$ cat src/rtl/nia_pkg.sv
package nia_pkg;

    localparam int unsigned NIA_AW  = 20;
    localparam int unsigned NIA_LW  = 17;
    localparam int unsigned NIA_FW  = 4;

    typedef enum logic [2:0] {
        CL_SEQ    = 3'd0,
        CL_BR_ANY = 3'd1,
        CL_BR_SET = 3'd2,
        CL_BR_CLR = 3'd3,
        CL_EXEC   = 3'd4,
        CL_STATUS = 3'd5
    } icls_e;

    typedef struct packed {
        logic xfer;
        logic exec;
    } dec_t;

    function automatic logic any_hit(input logic [NIA_FW-1:0] m, input logic [NIA_FW-1:0] c);
        return |(m & c);
    endfunction

endpackage

$ cat src/rtl/nia_cond.sv
module nia_cond
    import nia_pkg::*;
(
    input  logic [2:0]        cls,
    input  logic [NIA_FW-1:0] mask,
    input  logic [NIA_FW-1:0] cc,
    input  logic              other_taken,
    output dec_t              dec
);
    icls_e k;
    logic  hit;

    assign k   = icls_e'(cls);
    assign hit = any_hit(mask, cc);

    always_comb begin
        dec = '0;
        case (k)
            CL_BR_SET: dec.xfer = hit;
            CL_BR_CLR: dec.xfer = ~hit;
            CL_BR_ANY: dec.xfer = other_taken;
            CL_STATUS: dec.xfer = 1'b1;
            CL_EXEC:   dec.exec = 1'b1;
            default:   dec      = '0;
        endcase
    end
endmodule

$ cat src/rtl/nia_chain.sv
module nia_chain #(
    parameter int unsigned AW = nia_pkg::NIA_AW
) (
    input  logic          clk,
    input  logic          rst,
    input  logic          accept,
    input  logic          evt,
    input  logic          is_exec,
    input  logic [AW-1:0] cur_addr,
    output logic          chain_on,
    output logic [AW-1:0] chain_org
);
    always_ff @(posedge clk) begin
        if (rst) begin
            chain_on  <= 1'b0;
            chain_org <= '0;
        end else if (accept) begin
            if (evt) begin
                chain_on <= 1'b0;
            end else if (is_exec) begin
                if (!chain_on) begin
                    chain_on  <= 1'b1;
                    chain_org <= cur_addr;
                end
            end else begin
                chain_on <= 1'b0;
            end
        end
    end
endmodule

$ cat src/rtl/nia_addr.sv
module nia_addr #(
    parameter int unsigned AW = nia_pkg::NIA_AW,
    parameter int unsigned LW = nia_pkg::NIA_LW
) (
    input  logic          clk,
    input  logic          rst,
    input  logic          instr_vld,
    input  logic          ext_mode,
    input  logic          evt,
    input  nia_pkg::dec_t dec,
    input  logic [AW-1:0] tgt,
    input  logic [AW-1:0] vec,
    output logic          accept,
    output logic          fetch_req,
    output logic [AW-1:0] fa,
    output logic [AW-1:0] ia
);
    localparam logic [AW-1:0] ONE = {{(AW-1){1'b0}}, 1'b1};

    logic [AW-1:0] inc_full;
    logic [AW-1:0] inc_low;
    logic [AW-1:0] seq_nxt;
    logic [AW-1:0] nxt;

    assign accept   = fetch_req & instr_vld;
    assign inc_full = ia + ONE;

    generate
        if (LW < AW) begin : g_fold
            assign inc_low = {{(AW-LW){1'b0}}, inc_full[LW-1:0]};
        end else begin : g_flat
            assign inc_low = inc_full;
        end
    endgenerate

    assign seq_nxt = ext_mode ? inc_low : inc_full;
    assign nxt     = dec.xfer ? tgt : seq_nxt;

    always_ff @(posedge clk) begin
        if (rst) begin
            fetch_req <= 1'b0;
            fa        <= '0;
            ia        <= '0;
        end else if (!fetch_req) begin
            fetch_req <= 1'b1;
        end else if (instr_vld) begin
            fetch_req <= 1'b0;
            if (evt) begin
                fa <= vec;
                ia <= vec;
            end else if (dec.exec) begin
                fa <= tgt;
            end else begin
                fa <= nxt;
                ia <= nxt;
            end
        end
    end
endmodule

$ cat src/rtl/nia_ret.sv
module nia_ret #(
    parameter int unsigned AW = nia_pkg::NIA_AW
) (
    input  logic          clk,
    input  logic          rst,
    input  logic          accept,
    input  logic          irq,
    input  logic          trap,
    input  logic          chain_on,
    input  logic [AW-1:0] chain_org,
    input  logic [AW-1:0] cur_addr,
    output logic          ret_vld,
    output logic [AW-1:0] ret_addr,
    output logic          ret_is_trap
);
    always_ff @(posedge clk) begin
        if (rst) begin
            ret_vld     <= 1'b0;
            ret_addr    <= '0;
            ret_is_trap <= 1'b0;
        end else begin
            ret_vld <= accept & (irq | trap);
            if (accept & (irq | trap)) begin
                ret_addr    <= chain_on ? chain_org : cur_addr;
                ret_is_trap <= trap;
            end
        end
    end
endmodule

$ cat src/rtl/nia_sequencer.sv
module nia_sequencer
    import nia_pkg::*;
#(
    parameter int unsigned AW = NIA_AW,
    parameter int unsigned LW = NIA_LW
) (
    input  logic          clk,
    input  logic          rst,
    input  logic          ext_mode,
    input  logic          instr_vld,
    input  logic [2:0]    instr_cls,
    input  logic [3:0]    r_mask,
    input  logic [3:0]    cc,
    input  logic [AW-1:0] eff_addr,
    input  logic          other_taken,
    input  logic          irq_take,
    input  logic          trap_hit,
    input  logic [AW-1:0] vec_addr,
    output logic          fetch_req,
    output logic [AW-1:0] fetch_addr,
    output logic [AW-1:0] inst_addr,
    output logic          chain_active,
    output logic [AW-1:0] chain_origin,
    output logic          ret_vld,
    output logic [AW-1:0] ret_addr,
    output logic          ret_is_trap
);
    dec_t dec;
    logic accept;
    logic evt;

    assign evt = irq_take | trap_hit;

    nia_cond u_cond (
        .cls         (instr_cls),
        .mask        (r_mask),
        .cc          (cc),
        .other_taken (other_taken),
        .dec         (dec)
    );

    nia_addr #(.AW(AW), .LW(LW)) u_addr (
        .clk       (clk),
        .rst       (rst),
        .instr_vld (instr_vld),
        .ext_mode  (ext_mode),
        .evt       (evt),
        .dec       (dec),
        .tgt       (eff_addr),
        .vec       (vec_addr),
        .accept    (accept),
        .fetch_req (fetch_req),
        .fa        (fetch_addr),
        .ia        (inst_addr)
    );

    nia_chain #(.AW(AW)) u_chain (
        .clk       (clk),
        .rst       (rst),
        .accept    (accept),
        .evt       (evt),
        .is_exec   (dec.exec),
        .cur_addr  (fetch_addr),
        .chain_on  (chain_active),
        .chain_org (chain_origin)
    );

    nia_ret #(.AW(AW)) u_ret (
        .clk         (clk),
        .rst         (rst),
        .accept      (accept),
        .irq         (irq_take),
        .trap        (trap_hit),
        .chain_on    (chain_active),
        .chain_org   (chain_origin),
        .cur_addr    (fetch_addr),
        .ret_vld     (ret_vld),
        .ret_addr    (ret_addr),
        .ret_is_trap (ret_is_trap)
    );
endmodule

$ cat config.mk
export PLATFORM = sky130hd
export DESIGN_NAME = nia_sequencer
export DESIGN_NICKNAME = d
export VERILOG_FILES = /design/src/rtl/nia_pkg.sv /design/src/rtl/nia_cond.sv /design/src/rtl/nia_chain.sv /design/src/rtl/nia_addr.sv /design/src/rtl/nia_ret.sv /design/src/rtl/nia_sequencer.sv
export SDC_FILE = /design/constraint.sdc
export NUM_CORES = 1
export LEC_CHECK = 0
export ABC_AREA = 1
export ABC_CLOCK_PERIOD_IN_PS = 1900
export BUFFER_PORTS_ARGS = -buffer_cell sky130_fd_sc_hd__buf_2
export CAP_MARGIN = 5
export CORE_MARGIN = 2
export CORE_UTILIZATION = 40
export DETAILED_ROUTE_END_ITERATION = 12
export MAX_ROUTING_LAYER = met4
export PLACE_DENSITY_LB_ADDON = 0.25
export SLEW_MARGIN = 20
export SYNTH_ARGS = -nofsm -noshare
export SYNTH_HDL_FRONTEND = slang
export SYNTH_SLANG_ARGS = --single-unit
$ cat constraint.sdc
create_clock -name clk -period 1.9 [get_ports clk]
set_clock_uncertainty 0.15 [all_clocks]
set_input_delay 0.38 -clock clk [delete_from_list [all_inputs] [get_ports clk]]
set_output_delay 0.38 -clock clk [all_outputs]
set_load 0.005 [all_outputs]
==> reports/metrics.cfg <==
[floorplan]
core_area_um2 = 10300
pin_count = 142
rows = 37
fp.dieW_um = 107
start_util = 0.413
die_h_um = 107
die_area_um2 = 11500

[worst_setup_path]
path_class = reg2reg
cpPeakStageDelay_ns = 0.34
cp_data_required_time_ns = 2.05
crit_slowest_cell = dfxtp_2
crit_chain = buf_6 > nand2_1 > nor2_2 > nand2_2 > nor2_4 > nand2_2 > or2_0 > nand3_1 > nand3_1 > nand2_1 > nand2_2 > nor2_1
startpoint_type = flop
critical_path.most_common_cell = nand2_2
endpoint_kind = flop
worstPathMaxFanout = 4
cp_data_arrival_time_ns = 1.97
path_delay_family = simple AND/OR/NAND/NOR gates
crit_buf_inv = 1

[final_layout]
drive_above_1_share = 0.287
final_common_cell = buf_2
fin_nets = 839
syn2layout_area_growth_pct = 28.1
final_cell_mix = buf_2, nand2_1, nor2_1
stdcell_area_um2 = 5470
antenna_cells = 0
utilization = 0.529
fillers = 1070

[yosys]
avgSynthCellArea_um2 = 6.76
yosys_warnings = 0
synth_top_area_frac = 0.394
synth-edff-count = 0
ys.flop_type = dfxtp_1
syn_inst = 631
synth_top_cells_by_area = dfxtp_1, nand2_1, o21ai_0, nor2_1, a21oi_1
synthesis.area_um2 = 4270
syn-num-nets = 690
synth_cell_types = 35
async_flop_share = 0
yosys_register_bits = 84
yosysTopAreaCell = dfxtp_1
seq_area_frac_synth = 0.394

[power_and_ir_drop]
power_frac_seq = 0.505
powerDensity_nw_per_um2 = 705
leakage_nw = 2.53
power_switching_w = 0.00122
p_comb_frac = 0.186
p_int_w = 0.00263
switching_share = 0.317
clock_power_share = 0.309
ir_drop_mv = 0.294

[global_route]
grt_pass1_vias = 4404
grt_max_degree = 54
grt_first_pass_wirelength_um = 21600
grt_antenna_before_repair = 0
gr-usage-all-layers = 0.243
grt_overflow_total = 0

[detailed_routing]
drt_iter0_markers = 255
drc = 0
firstDrtPassIters = 5
dr_total_vias = 4780
vias_per_cell = 5.20
drt-total-wl_um = 13700
antenna_left = 0
routedWlPerCell_um = 14.9

[placement]
hpwl_um = 9970
finalWeightedCongestion = 0.871
place_area_um2 = 5230
io_buffers = 141

[sta]
finalHoldViolations = 0
post-route-period-util = 0.957
drv_slew = 0
setup_viol = 0
tightest_slew_ns = 0.498
relSlewSlack = 0.668
rsz0062_at_grt = true
clock.fmax_mhz = 550
period_needed_ns = 1.82

[clocking]
clkLatencyLatePin_ns = 0.36
clk_pin_slew_worst_paths_ns = 0.10
cts-hold-fix-buffers = 0
cts_htree_levels = 3
cts_root_buf = clkbuf_8
clock-sinks = 84
numCtsBuffers = 9
cts_max_path_buffers = 2
cts_tree = built

[status]
outcome = finished clean

[worst_hold_path]
hold_path.class = in2reg

[job]
drv_cap = 0

-- cell usage after synthesis (2+ instances only) --
| master | number |
|---|---|
| nor2_2 | 5 |
| dfxtp_1 | 84 |
| xnor2_1 | 3 |
| o21ai_0 | 77 |
| xor2_1 | 7 |
| o211ai_1 | 6 |
| nor2_1 | 100 |
| o32ai_1 | 4 |
| nand4_1 | 12 |
| o21ai_1 | 11 |
| clkbuf_1 | 15 |
| nand2_2 | 2 |
| nand2_1 | 123 |
| buf_2 | 9 |
| nand3_1 | 27 |
| buf_1 | 5 |
| inv_1 | 47 |
| or2_2 | 5 |
| buf_6 | 5 |
| o41ai_1 | 2 |
| nor2_4 | 2 |
| a21oi_1 | 63 |
| inv_2 | 5 |
-- registers in the layout, indices dropped and copies added, names as in the netlist --
register	flops
u_addr.fa	20
u_addr.ia	20
u_chain.chain_org	20
u_ret.ret_addr	20
u_addr.fetch_req	1
u_chain.chain_on	1
u_ret.ret_is_trap	1
u_ret.ret_vld	1
-- metal layers --
metal | part of all wire | vias up | GRT usage
met5 | 0 | - | -
met4 | 0.013 | 0 | 0.0668
met3 | 0.072 | 12 | 0.0303
met2 | 0.48 | 195 | 0.396
met1 | 0.44 | 2211 | 0.318
li1 | - | 2362 | -
-- stage by stage --
stage	instances	hold slack, ns	TNS (ns)	total power (W)	setup WS [ns]
floorplan	631	0.299	0	0.00237	0.141
global placement	902	0.299	-0.124	0.00268	-0.0223
detailed placement	902	0.303	-1.18	0.00269	-0.0628
CTS	917	0.122	0	0.00386	0.00303
global route	920	0.131	-0.0126	0.00405	-0.0111
finish	920	0.135	0	0.00386	0.0815
-- cell type report --
class,count,area [um2],area share
Multi-Input combinational cell,460,2240,0.409
Sequential cell,84,1700,0.310
Timing Repair Buffer,172,992,0.182
Inverter,53,199,0.0364
Tap cell,136,170,0.0311
Clock buffer,9,124,0.0227
Clock inverter,6,48.8,0.00893
-- power by group through the flow --
stage | clock, W | combinational [W] | sequential [W]
final | 0.00119 | 0.000716 | 0.00195
after global routing | 0.00128 | 0.000809 | 0.00196
after CTS | 0.00121 | 0.000711 | 0.00195
after detailed placement | 0 | 0.000708 | 0.00199
after global placement | 0 | 0.000696 | 0.00198
after floorplan | 0 | 0.000405 | 0.00197
-- logic make-up after synthesis --
family	count (synthesis)	synth area share
and+or+nand+nor	284	0.287
AOI/OAI and AO/OA	165	0.207
buffers and inverters	87	0.0880
DFF	84	0.394
xor gates and xnor gates	10	0.0205
adders and majority gates	1	0.00293
-- final timing paths --
path                            slack [ns]                  from                    to  cells after the start
worst max-delay path                  0.08          u_addr.ia[1]         u_addr.ia[13]                     12
worst min-delay path                  0.13                   rst      u_chain.chain_on                      2
worst max register to register        0.08          u_addr.ia[1]         u_addr.ia[13]                     12
worst min register to register        0.32  u_chain.chain_org[2]  u_chain.chain_org[2]                      2
-- timing repair --
item	CTS	global route
pin swaps	0	6
gates cloned	0	0
gates resized for setup	1	17
buffers inserted	0	3
endpoints found under the setup margin	2	19
No activity file was read; power rests on OpenSTA's default activity.
